**config.mk**
```make
export PLATFORM = sky130hd
export DESIGN_NAME = burst_col_seq
export DESIGN_NICKNAME = d
export VERILOG_FILES = /design/src/rtl/burst_col_pkg.sv /design/src/rtl/burst_col_decode.sv /design/src/rtl/burst_col_gen.sv /design/src/rtl/burst_col_ctrl.sv /design/src/rtl/burst_col_seq.sv
export SDC_FILE = /design/constraint.sdc
export NUM_CORES = 1
export LEC_CHECK = 0
export BUFFER_PORTS_ARGS = -buffer_cell sky130_fd_sc_hd__buf_4
export CAP_MARGIN = 20
export CORE_UTILIZATION = 25
export DETAILED_ROUTE_END_ITERATION = 10
export GPL_ROUTABILITY_DRIVEN = 0
export MAX_ROUTING_LAYER = met4
export PLACE_DENSITY = 0.41
export SLEW_MARGIN = 20
export SYNTH_ARGS = -nofsm -noshare
export SYNTH_HDL_FRONTEND = slang
export SYNTH_SLANG_ARGS = --single-unit
```
**constraint.sdc**
```tcl
create_clock -name clk_i -period 3.5 [get_ports clk_i]
set_input_delay 0.35 -clock clk_i [delete_from_list [all_inputs] [get_ports clk_i]]
set_output_delay 0.35 -clock clk_i [all_outputs]
set_load 0.005 [all_outputs]
```
**src/rtl/burst_col_pkg.sv**
```systemverilog
package burst_col_pkg;
  localparam int unsigned LEN_CODE_W = 3;
  localparam logic [LEN_CODE_W-1:0] LEN_PAGE = 3'd7;

  typedef enum logic {
    ORD_SEQ = 1'b0,
    ORD_ILV = 1'b1
  } order_e;

  typedef struct packed {
    logic       full;
    logic       bad;
    logic [1:0] lg;
  } mode_t;
endpackage

```
**src/rtl/burst_col_decode.sv**
```systemverilog
module burst_col_decode
  import burst_col_pkg::*;
#(
  parameter int unsigned COL_W = 8
) (
  input  logic [LEN_CODE_W-1:0] len_code_i,
  input  order_e                order_i,
  output mode_t                 mode_o,
  output logic [COL_W-1:0]      mask_o
);
  logic full;
  logic [1:0] lg;

  assign full = (len_code_i == LEN_PAGE);
  assign lg   = len_code_i[1:0];

  assign mode_o.full = full;
  assign mode_o.lg   = lg;
  // codes 4..6 reserved; full page only in sequential order
  assign mode_o.bad  = (len_code_i[2] & ~full) | (full & (order_i == ORD_ILV));

  for (genvar b = 0; b < COL_W; b++) begin : g_mask
    assign mask_o[b] = full | (32'(lg) > b);
  end
endmodule

```
**src/rtl/burst_col_gen.sv**
```systemverilog
module burst_col_gen
  import burst_col_pkg::*;
#(
  parameter int unsigned COL_W = 8
) (
  input  logic [COL_W-1:0] base_i,
  input  logic [COL_W-1:0] beat_i,
  input  logic [COL_W-1:0] mask_i,
  input  order_e           order_i,
  output logic [COL_W-1:0] col_o
);
  logic [COL_W-1:0] low;

  always_comb begin
    if (order_i == ORD_ILV) low = base_i ^ beat_i;
    else                    low = base_i + beat_i;
    col_o = (base_i & ~mask_i) | (low & mask_i);
  end
endmodule

```
**src/rtl/burst_col_ctrl.sv**
```systemverilog
module burst_col_ctrl
  import burst_col_pkg::*;
#(
  parameter int unsigned COL_W = 8
) (
  input  logic             clk_i,
  input  logic             rst_ni,
  input  logic             start_i,
  input  logic             stop_i,
  input  logic [COL_W-1:0] start_col_i,
  input  mode_t            mode_i,
  input  logic [COL_W-1:0] mask_i,
  input  order_e           order_i,
  output logic [COL_W-1:0] gen_base_o,
  output logic [COL_W-1:0] gen_beat_o,
  output logic [COL_W-1:0] gen_mask_o,
  output order_e           gen_order_o,
  input  logic [COL_W-1:0] gen_col_i,
  output logic             valid_o,
  output logic [COL_W-1:0] col_o,
  output logic             last_o,
  output logic             err_o
);
  logic [COL_W-1:0] base_q, beat_q, mask_q;
  order_e           order_q;
  logic             full_q;
  logic             full_sel;
  logic             advance;

  assign advance = valid_o & ~stop_i & ~last_o;

  always_comb begin
    if (start_i) begin
      gen_base_o  = start_col_i;
      gen_beat_o  = '0;
      gen_mask_o  = mask_i;
      gen_order_o = order_i;
      full_sel    = mode_i.full;
    end else begin
      gen_base_o  = base_q;
      gen_beat_o  = beat_q + 1'b1;
      gen_mask_o  = mask_q;
      gen_order_o = order_q;
      full_sel    = full_q;
    end
  end

  always_ff @(posedge clk_i or negedge rst_ni) begin
    if (!rst_ni) begin
      base_q  <= '0;
      beat_q  <= '0;
      mask_q  <= '0;
      order_q <= ORD_SEQ;
      full_q  <= 1'b0;
      valid_o <= 1'b0;
      col_o   <= '0;
      last_o  <= 1'b0;
      err_o   <= 1'b0;
    end else begin
      err_o <= start_i & mode_i.bad;
      if (start_i && mode_i.bad) begin
        valid_o <= 1'b0;
        last_o  <= 1'b0;
      end else if (start_i || advance) begin
        base_q  <= gen_base_o;
        beat_q  <= gen_beat_o;
        mask_q  <= gen_mask_o;
        order_q <= gen_order_o;
        full_q  <= full_sel;
        valid_o <= 1'b1;
        col_o   <= gen_col_i;
        last_o  <= ~full_sel & (gen_beat_o == gen_mask_o);
      end else begin
        valid_o <= 1'b0;
        last_o  <= 1'b0;
      end
    end
  end

  p_start_col_r2: assert property (@(posedge clk_i) disable iff (!rst_ni)
    start_i && !mode_i.bad |=> valid_o && col_o == $past(start_col_i));

  p_upper_fixed_r4: assert property (@(posedge clk_i) disable iff (!rst_ni)
    valid_o && !start_i && !stop_i && !last_o |=>
      valid_o && ((col_o & ~mask_q) == ($past(col_o) & ~$past(mask_q))));

  p_end_after_last_r6: assert property (@(posedge clk_i) disable iff (!rst_ni)
    valid_o && last_o && !start_i |=> !valid_o);

  p_page_no_last_r7: assert property (@(posedge clk_i) disable iff (!rst_ni)
    valid_o && full_q |-> !last_o);

  p_stop_ends_r8: assert property (@(posedge clk_i) disable iff (!rst_ni)
    stop_i && !start_i |=> !valid_o);

  p_bad_no_beat_r10: assert property (@(posedge clk_i) disable iff (!rst_ni)
    start_i && mode_i.bad |=> err_o && !valid_o);

  p_err_clear_r11: assert property (@(posedge clk_i) disable iff (!rst_ni)
    !(start_i && mode_i.bad) |=> !err_o);
endmodule

```
**src/rtl/burst_col_seq.sv**
```systemverilog
module burst_col_seq
  import burst_col_pkg::*;
#(
  parameter int unsigned COL_W = 8
) (
  input  logic             clk_i,
  input  logic             rst_ni,
  input  logic             start_i,
  input  logic             stop_i,
  input  logic [COL_W-1:0] start_col_i,
  input  logic [2:0]       len_code_i,
  input  logic             order_i,
  output logic             valid_o,
  output logic [COL_W-1:0] col_o,
  output logic             last_o,
  output logic             err_o
);
  mode_t            mode;
  logic [COL_W-1:0] mask;
  order_e           order_in;
  logic [COL_W-1:0] g_base, g_beat, g_mask, g_col;
  order_e           g_order;

  assign order_in = order_e'(order_i);

  burst_col_decode #(.COL_W(COL_W)) i_decode (
    .len_code_i (len_code_i),
    .order_i    (order_in),
    .mode_o     (mode),
    .mask_o     (mask)
  );

  burst_col_gen #(.COL_W(COL_W)) i_gen (
    .base_i  (g_base),
    .beat_i  (g_beat),
    .mask_i  (g_mask),
    .order_i (g_order),
    .col_o   (g_col)
  );

  burst_col_ctrl #(.COL_W(COL_W)) i_ctrl (
    .clk_i       (clk_i),
    .rst_ni      (rst_ni),
    .start_i     (start_i),
    .stop_i      (stop_i),
    .start_col_i (start_col_i),
    .mode_i      (mode),
    .mask_i      (mask),
    .order_i     (order_in),
    .gen_base_o  (g_base),
    .gen_beat_o  (g_beat),
    .gen_mask_o  (g_mask),
    .gen_order_o (g_order),
    .gen_col_i   (g_col),
    .valid_o     (valid_o),
    .col_o       (col_o),
    .last_o      (last_o),
    .err_o       (err_o)
  );

  p_reset_idle_r1: assert property (@(posedge clk_i)
    !rst_ni |=> !valid_o && !err_o && !last_o);

  p_start_wins_r9: assert property (@(posedge clk_i) disable iff (!rst_ni)
    start_i && stop_i && !mode.bad |=> valid_o);
endmodule

```
==> results of run 1 <==
through the flow:
step           utilization [%]  instance area [sq um]  power (mW)  hold WS (ns)
3_5_place_dp              29.1                   2820        1.02         0.380
3_3_place_gp              29.1                   2820        1.02         0.374
6_report                  30.0                   2910        1.32        0.0215
4_1_cts                   30.0                   2910        1.34        0.0585
5_1_grt                   30.0                   2910        1.43        0.0632
2_1_floorplan                -                   2490       0.853        0.0544
report_power, final:
part           leakage [nW]  internal [mW]  switching, mW
Clock                0.0443          0.157          0.162
Sequential            0.476          0.500         0.0622
Combinational         0.751          0.212          0.229
Total                  1.27          0.869          0.454
worst max-delay path: cells and delay by family, from the launching register on:
kind,cells,cell delay (ns)
compound gates,2,0.36
xor+xnor,1,0.22
fa+ha+maj,1,0.38
flops,1,0.46
mux,1,0.22
simple gates,4,1.02
layout make-up:
cell class                 count  area, sq um
sequential                    37          926
timing repair buffer          31          233
fill                        1059         6780
multi-input combinational    223         1460
tap                          133          166
clock buffer                   7         86.3
inverter                      11         41.3
layer usage:
metal,vias to the layer above,track usage [%]
met5,-,-
met2,25,23.4
met4,0,4.35
li1,1065,-
met1,1001,20.0
met3,5,2.48
kinds of logic (layout without fill, tap and decap cells):
group	count (synthesis)	in the layout	share of synthesized area, %
adder cells (fa/ha/maj)	9	9	4.83
flip-flops	37	37	37.2
XOR/XNOR	15	15	6.94
AO/OA/AOI/OAI	72	72	17.8
buffers and inverters	22	49	4.23
AND/OR/NAND/NOR	111	111	21.8
multiplexers	16	16	7.20
cells in the mapped netlist, types with 4 or more instances:
master / number / area, sq um
nor2_1: 22 / 82.6
nand2_1: 49 / 184
xor2_1: 5 / 43.8
or3_1: 4 / 25.0
o21ai_0: 29 / 145
mux2_2: 9 / 101
nor3b_1: 5 / 37.5
dfrtp_1: 37 / 926
mux2i_1: 5 / 50.1
clkbuf_1: 4 / 15.0
ha_1: 8 / 100
a21oi_1: 15 / 75.1
xnor2_1: 7 / 61.3
nor2b_1: 4 / 25.0
o31ai_1: 4 / 30.0
nor3_1: 6 / 30.0
and4_1: 4 / 35.0
nand3_1: 4 / 20.0
inv_1: 10 / 37.5
registers in the layout, summed over array words and instances (netlist names):
name,count
i_ctrl.base_q,8
i_ctrl.beat_q,8
i_ctrl.col_o,8
i_ctrl.mask_q,8
i_ctrl.err_o,1
i_ctrl.full_q,1
i_ctrl.last_o,1
i_ctrl.order_q,1
i_ctrl.valid_o,1
worst paths after layout:
check / from / end / cells past startpoint
max: i_ctrl.beat_q[2] / i_ctrl.col_o[6] / 9
min: rst_ni / i_ctrl.valid_o / 1
max reg2reg: i_ctrl.beat_q[2] / i_ctrl.col_o[6] / 9
min reg2reg: i_ctrl.base_q[5] / i_ctrl.base_q[5] / 2
max in group asynchronous: rst_ni / i_ctrl.base_q[0] / 1
min in group clk_i: start_col_i[7] / i_ctrl.base_q[7] / 2
==> metrics.md, run 1 <==
| Metric | Value |
|---|---|
| Synth cell types | `52` |
| Fin nets | `334` |
| Core area | `9680 sq um` |
| Setup violators final | `0` |
| Crit path launch type | `flip-flop` |
| Post-layout min period | `2.77 ns` |
| Clk_skew | `0.00326 ns` |
| Outcome | `finished clean` |
| Grt total ovfl | `0` |
| Mapped Cells | `between 200 and 300` |
| Critical path class | `flip-flop to flip-flop` |
| CTS tree | `built` |
| Most used cell, CP | `nor2_1` |
| Worst VDD drop | `0.146 mV` |
| Die X-Extent | `between 100 and 150 microns` |
| Max Cap Viol | `0` |
| Metal2 WL | `3080 microns` |
| CTS Hold Bufs | `0` |
| Drt wl/cell | `around 15 microns` |
| Site Rows | `36` |
| CP endpoint kind | `flip-flop` |
| Fin cells | `442` |
| Clk pin slew, worst setup/hold paths | `0.08 ns` |
| First-pass GRT wire length | `11,300 microns` |
| HP Class | `input pin to async pin` |
| Antenna violations before repair | `0` |
| CP Data Required Time | `3.68 ns` |
| Most frequent cells in the layout | `nand2_1, dfrtp_1, buf_4` |
| Post-synthesis register bit count | `37` |
| Final period util | `79.2%` |
| CTS buffer count | `5` |
| Largest net degree at the start of global routing | `between 40 and 50` |
| DRC | `0` |
| Syn Std Cell Area | `2490 sq um` |
| Clock root cell | `clkbuf_8` |
| Synth-to-layout area growth | `17.0%` |
| Vias in the first global route | `2,102` |
| Slowest CP cell | `dfrtp_1` |
| DIE HEIGHT | `102 microns` |
| DRT Pass-1 Iters | `4` |
| H-tree depth | `2` |
| Post-DRT Antenna Nets | `0` |
| Synth Warn # | `0` |
| Metal3 WL | `141 microns` |
| Post-synth EDFFs | `0` |
| PD cells | `455 nW/um^2` |
| Fmax | `0.361 GHz` |
| Crit-path cells | `nand3_1 -> nor2_1 -> xnor2_1 -> nor2_1 -> ha_1 -> o21ai_0 -> mux2i_1 -> o211ai_1 -> or3b_1` |
| Post-Route WL | `6770 microns` |
| Routed vias | `2,096` |
| Commonest non-fill, non-tap cell in the layout | `nand2_1` |
| Share of cells above drive strength 1 | `between 15 and 20%` |
| Top FF cell, synth | `dfrtp_1` |
| DRT met1 WL | `3470 microns` |
| Initial Utilization | `25.7%` |
| Placed Instances | `435` |
| Synthesized net count | `307` |
| Detail Placement HPWL | `between 4000 and 5000 microns` |
| Mapped Avg Cell Area | `8.82 sq um` |
| Slowest stage delay, CP | `roughly 0.46 ns` |
| Largest buffer count on any clock path | `2` |
| Antenna Cells | `0` |
| CP Data Arrival Time | `2.95 ns` |
| Hold Fails Final Rpt | `0` |
| Slack of the worst reg-to-reg path | `0.73 ns` |
| PortBufs | `26` |
| TNS Setup | `0 ns` |
| DIE AREA | `10,300 sq um` |
| Initial DRC Count | `70` |
| GRT Total Usage | `15.1%` |
| Post-CTS Setup Bufs | `0` |
| CP max FO | `9` |
| Pleak | `1.27 nW` |
| Clock latency on the worst-skew pair | `~0.30 ns` |
| Vias per cell | `4.74` |
| PostCTS Resize Cnt | `0` |
| Sequential element share of the synthesized area | `37.2%` |
| Worst Max-Slew Pin Slew | `0.531 ns` |
| Max Slew Vio Count | `0` |
| Async S/R FF share, synth | `between 90% and 100%` |
| Slew headroom | `between 60% and 70%` |
| # IOs | `27` |
| Pre-CTS WS | `roughly 0.65 ns` |
| Clk sinks | `37` |
| Top sig layer | `met4` |
| Final worst setup slack | `0.727 ns` |
| Unrepaired setup endpoints after global routing | `no` |
Power figures use the tool's default switching activity.
==> run 2: changes to the inputs <==
Clock period 3.5 ns to 2.6 ns, I/O delays scaled along.
==> run 2 against run 1 <==
  * Combinational power rose by 47%
  * First-iteration DRC count rose by 13%
  * Critical path depth rose by 2
  * Critical path type unchanged
  * Worst hold slack improved by 0.19 ns
  * Sequential share of layout area fell by 2.1 points
  * Sequential power rose by 34%
  * Highest routed layer unchanged
  * Global-route usage rose by 0.50 points
==> metrics.md, run 2 (synthesis gave the netlist of run 1 again) <==
| Metric | Value |
|---|---|
| Outcome | `finished clean` |
| GRT Total Usage | `15.5%` |
| DIE HEIGHT | `102 microns` |
| Post-DRT Antenna Nets | `0` |
| Share of cells above drive strength 1 | `22.1%` |
| Initial DRC Count | `just under 80` |
| Pleak | `1.36 nW` |
| PD cells | `625 nW/um^2` |
| HP Class | `input pin to flip-flop` |
| Core area | `9680 sq um` |
| CTS tree | `built` |
| PortBufs | `26` |
| Post-layout min period | `2.43 ns` |
| Critical path class | `flip-flop to flip-flop` |
| Largest net degree at the start of global routing | `38` |
| Fin nets | `350` |
| Clk_skew | `0.00569 ns` |
| Clk pin slew, worst setup/hold paths | `0.08 ns` |
| Largest buffer count on any clock path | `2` |
| Slew headroom | `between 60 and 70%` |
| DIE AREA | `10,300 sq um` |
| Clock latency on the worst-skew pair | `0.29 ns` |
| CP max FO | `8` |
| Hold Fails Final Rpt | `0` |
| Antenna Cells | `0` |
| Site Rows | `36` |
| Die X-Extent | `around 100 microns` |
| Vias per cell | `4.69` |
| Detail Placement HPWL | `5270 microns` |
| CP Data Required Time | `roughly 2.8 ns` |
| Initial Utilization | `25.7%` |
| Drt wl/cell | `15.4 microns` |
| Worst VDD drop | `between 0.2 and 0.25 mV` |
| Routed vias | `roughly 2,200` |
| Most frequent cells in the layout | `nand2_1, buf_4, dfrtp_1` |
| Placed Instances | `449` |
| Crit path launch type | `flip-flop` |
| Antenna violations before repair | `0` |
| Commonest non-fill, non-tap cell in the layout | `nand2_1` |
| Setup violators final | `0` |
| Final Util | `around 32%` |
| Crit-path cells | `nand3_2 -> buf_4 -> or3_1 -> and2_1 -> nor2_1 -> ha_1 -> a21oi_1 -> o21ai_1 -> nand2_1 -> a21boi_0 -> o31ai_1` |
| Final period util | `93.6%` |
| DRC | `0` |
| # IOs | `27` |
| Fin cells | `459` |
| Fmax | `0.411 GHz` |
| Synth-to-layout area growth | `25.2%` |
| Slowest stage delay, CP | `0.42 ns` |
| Clk sinks | `37` |
| CP Data Arrival Time | `2.64 ns` |
| Fill count | `1,036` |
| Clock root cell | `clkbuf_8` |
| Slack of the worst reg-to-reg path | `0.17 ns` |
| Vias in the first global route | `roughly 2,200` |
| Grt total ovfl | `0` |
| Slowest CP cell | `dfrtp_1` |
| DRT Pass-1 Iters | `4` |
| H-tree depth | `2` |
| TNS Setup | `0 ns` |
| Post-Route WL | `7070 microns` |
| Worst Max-Slew Pin Slew | `between 0.5 and 0.6 ns` |
| CP endpoint kind | `flip-flop` |
| First-pass GRT wire length | `between 10,000 and 15,000 microns` |
| Max Slew Vio Count | `0` |
| Max Cap Viol | `0` |
| Unrepaired setup endpoints after global routing | `yes` |
| CTS buffer count | `5` |
run 2: repair_timing:
| action | 4_1_cts | 5_1_grt |
|---|---|---|
| setup buffers | 0 | 1 |
| pin swaps | 0 | 3 |
| endpoints found under the hold margin | 37 | 0 |
| gates resized for setup | 2 | 9 |
| hold buffers | 1 | 0 |
| endpoints found under the setup margin | 1 | 4 |
run 2: area by class of cell:
cell class                      instances  area, sq um  share of cell area (%)
Clock buffer                            7         86.3                    2.77
Clock inverter                          1         30.0                   0.965
Inverter                               11         41.3                    1.33
Multi-Input combinational cell        223         1490                    48.0
Sequential cell                        37          927                    29.8
Tap cell                              133          166                    5.35
Timing Repair Buffer                   47          368                    11.8
run 2: path summary, 6_finish.rpt:
kind,depth (start not counted),endpoint,from
worst max-delay path,11,i_ctrl.col_o[7],i_ctrl.beat_q[3]
worst min-delay path,2,i_ctrl.base_q[7],start_col_i[7]
worst max register to register,11,i_ctrl.col_o[7],i_ctrl.beat_q[3]
worst min register to register,2,i_ctrl.base_q[3],i_ctrl.base_q[3]
max in group asynchronous,2,i_ctrl.beat_q[1],rst_ni
min in group asynchronous,2,i_ctrl.mask_q[7],rst_ni
run 2: per-stage QoR:
step | cell area [sq um] | hold WS, ns | power, mW | worst slack [ns]
4_1_cts | 3070 | 0.204 | 1.96 | 0.0254
3_3_place_gp | 2940 | 0.284 | 1.41 | -0.0530
5_1_grt | 3110 | 0.218 | 2.09 | -0.0183
6_report | 3110 | 0.212 | 1.94 | 0.165
3_5_place_dp | 2940 | 0.284 | 1.40 | -0.0686
2_1_floorplan | 2490 | -0.0356 | 1.15 | 0.00117
run 2: power by group:
part           internal, mW  switching, mW
Combinational         0.325          0.325
Clock                 0.313          0.226
Sequential            0.675         0.0814
run 2: worst max-delay path: cells and delay by family (launching register included):
kind | cells | cell delay (ns)
and+or+nand+nor | 5 | 0.88
AOI/OAI and AO/OA | 4 | 0.57
DFF | 1 | 0.42
adders and majority gates | 1 | 0.29
buffers and inverters | 1 | 0.18
run 2: metal layers:
metal | part of all wire (%) | GRT usage (%) | up-vias
met2 | 44 | 24.1 | 47
met1 | 51 | 21.3 | 1004
met3 | 4.0 | 2.14 | 5
li1 | - | - | 1098
met4 | 1.0 | 4.01 | 0
met5 | 0 | - | -
==> run 3: changes to the inputs <==
Settings changed: CORE_MARGIN set to 2.
==> run 3 against run 2 <==
  * Critical path depth is 1 lower
  * First-iteration DRC count shrank 42%
  * Total power down 6.4%
  * Flip-flop and latch count is the same
  * Count of clock-buffer cells in the layout rose by 1
  * Cell count is 0.22% lower
  * Final area is 1.2% lower
  * Combinational power increased by 2%
  * Via count is 1.1% higher
  * Register-to-register slack is essentially flat
  * Critical endpoint is now i_ctrl.col_o[6]
==> metrics.md, run 3 (synthesis gave the netlist of run 1 again) <==
| Metric | Value |
|---|---|
| Outcome | `finished clean` |
| GR Util met3 | `2.33%` |
| Vias in the first global route | `2,255` |
| Most used cell, CP | `nor2_1` |
| Initial DRC Count | `46` |
| Final period util | `a little over nine tenths` |
| Largest net degree at the start of global routing | `38` |
| Most frequent cells in the layout | `nand2_1, buf_4, dfrtp_1` |
| Fin Hold WS | `0.213 ns` |
| PortBufs | `26` |
| Hold Path Cell Cnt | `2` |
| Worst VDD drop | `0.217 mV` |
| Slew headroom | `65.1%` |
| GRT Total Usage | `14.6%` |
| TNS Setup | `0 ns` |
| Core area | `9730 sq um` |
| Post-DRT Antenna Nets | `0` |
| Die X-Extent | `104 microns` |
| CP max FO | `6` |
| Post-DP Area | `just under 3000 sq um` |
| Commonest non-fill, non-tap cell in the layout | `nand2_1` |
| Unrepaired setup endpoints after global routing | `no` |
| Synth-to-layout area growth | `23.7%` |
| Grt met2 use | `around 22%` |
| Clock root cell | `clkbuf_8` |
| Critical path class | `flip-flop to flip-flop` |
| CP Data Required Time | `approximately 2.8 ns` |
| DRT Pass-1 Iters | `4` |
| Largest buffer count on any clock path | `2` |
| Post-Route WL | `between 7000 and 8000 microns` |
| Max Cap Viol | `0` |
| Finished Cell Area | `3080 sq um` |
| Pleak | `1.34 nW` |
| Antenna Cells | `0` |
| Hold Fails Final Rpt | `0` |
| Max Slew Vio Count | `0` |
| Critical path's top delay family | `simple AND/OR/NAND/NOR gates` |
| HP Class | `input pin to flip-flop` |
| Share of cells above drive strength 1 | `between 20% and 30%` |
| Site Rows | `36` |
| Detail Placement HPWL | `around 5300 microns` |
| Clk_skew | `0.00637 ns` |
| Setup violators final | `0` |
| CP endpoint kind | `flip-flop` |
| Grt met1 use | `between 20% and 30%` |
| Routed vias | `between 2,000 and 2,500` |
| Worst Max-Slew Pin Slew | `0.524 ns` |
| Clk sinks | `37` |
| Fin nets | `349` |
| Stages on the worst setup path | `10` |
| First-pass GRT wire length | `approximately 12,000 microns` |
| Crit path launch type | `flip-flop` |
| CTS buffer count | `5` |
| Vias per cell | `between 4 and 5` |
| H-tree depth | `2` |
| CP Data Arrival Time | `2.62 ns` |
| Clock latency on the worst-skew pair | `0.29 ns` |
| Fmax | `0.409 GHz` |
| Crit-path cells | `buf_4 -> nand2_1 -> nor2_1 -> xnor2_2 -> nor2_1 -> ha_1 -> o21ai_1 -> mux2i_1 -> o211ai_1 -> or3b_1` |
| Slowest stage delay, CP | `0.40 ns` |
| Antenna violations before repair | `0` |
| Grt total ovfl | `0` |
| DRC | `0` |
| Slowest CP cell | `dfrtp_1` |
| DIE AREA | `10,800 sq um` |
| Initial Utilization | `25.6%` |
| Drt wl/cell | `15.8 microns` |
| CTS tree | `built` |
| Clk pin slew, worst setup/hold paths | `about 0.08 ns` |
| CP Buf/Inv Count | `1` |
| Post-layout min period | `2.44 ns` |
| DIE HEIGHT | `between 100 and 150 microns` |
| Reg2reg path depth | `10` |
| # IOs | `27` |
| Gr busiest metal | `met2` |
| PD cells | `592 nW/um^2` |
-- run 3: area by class of cell --
cell class	count	area, sq um
clock buffers	8	80.1
fillers	1069	6650
inverters	11	41.3
multi-input cells	223	1500
flip-flops and latches	37	930
well taps	133	166
repair buffers	46	360
-- run 3: worst paths after layout --
kind	startpoint	end	slack (ns)
max	i_ctrl.beat_q[0]	i_ctrl.col_o[6]	0.16
min	start_col_i[7]	i_ctrl.base_q[7]	0.21
min reg2reg	i_ctrl.base_q[6]	i_ctrl.base_q[6]	0.47
max in group asynchronous	rst_ni	i_ctrl.beat_q[1]	1.72
min in group asynchronous	rst_ni	i_ctrl.base_q[7]	0.50
max reg2reg	i_ctrl.beat_q[0]	i_ctrl.col_o[6]	0.16
-- run 3: through the flow --
step	setup slack (ns)	power (mW)	util, %	cells
after floorplan	0.00117	1.15	-	282
after global placement	-0.0651	1.41	30.2	449
after detailed placement	-0.0952	1.41	30.2	449
after CTS	0.00994	1.83	31.2	458
after global routing	0.00861	1.97	31.6	458
final	0.156	1.82	31.6	458
-- run 3: layer usage --
| layer | up-vias | wire, microns |
|---|---|---|
| li1 | 1098 | - |
| met1 | 1036 | 3740 |
| met2 | 37 | 3210 |
| met3 | 7 | 205 |
| met4 | 0 | 106 |
| met5 | - | 0 |
-- run 3: report_power, final --
part	switching (mW)	internal [mW]
sequential	0.0802	0.675
combinational	0.333	0.328
clock	0.213	0.191
-- run 3: what timing repair did --
item                                    4_1_cts  5_1_grt
hold endpoints to repair                     37        0
pin swaps                                     0        1
endpoints found under the setup margin        1        4
hold buffers                                  1        0
gates resized for setup                       3       12
setup buffers                                 0        0
-- run 3: worst register-to-register path: stages, from the launching register on --
cell      delay, ns
dfrtp_1        0.40
buf_4          0.17
nand2_1        0.06
nor2_1         0.24
xnor2_2        0.18
nor2_1         0.08
ha_1           0.31
o21ai_1        0.20
mux2i_1        0.21
o211ai_1       0.14
or3b_1         0.36
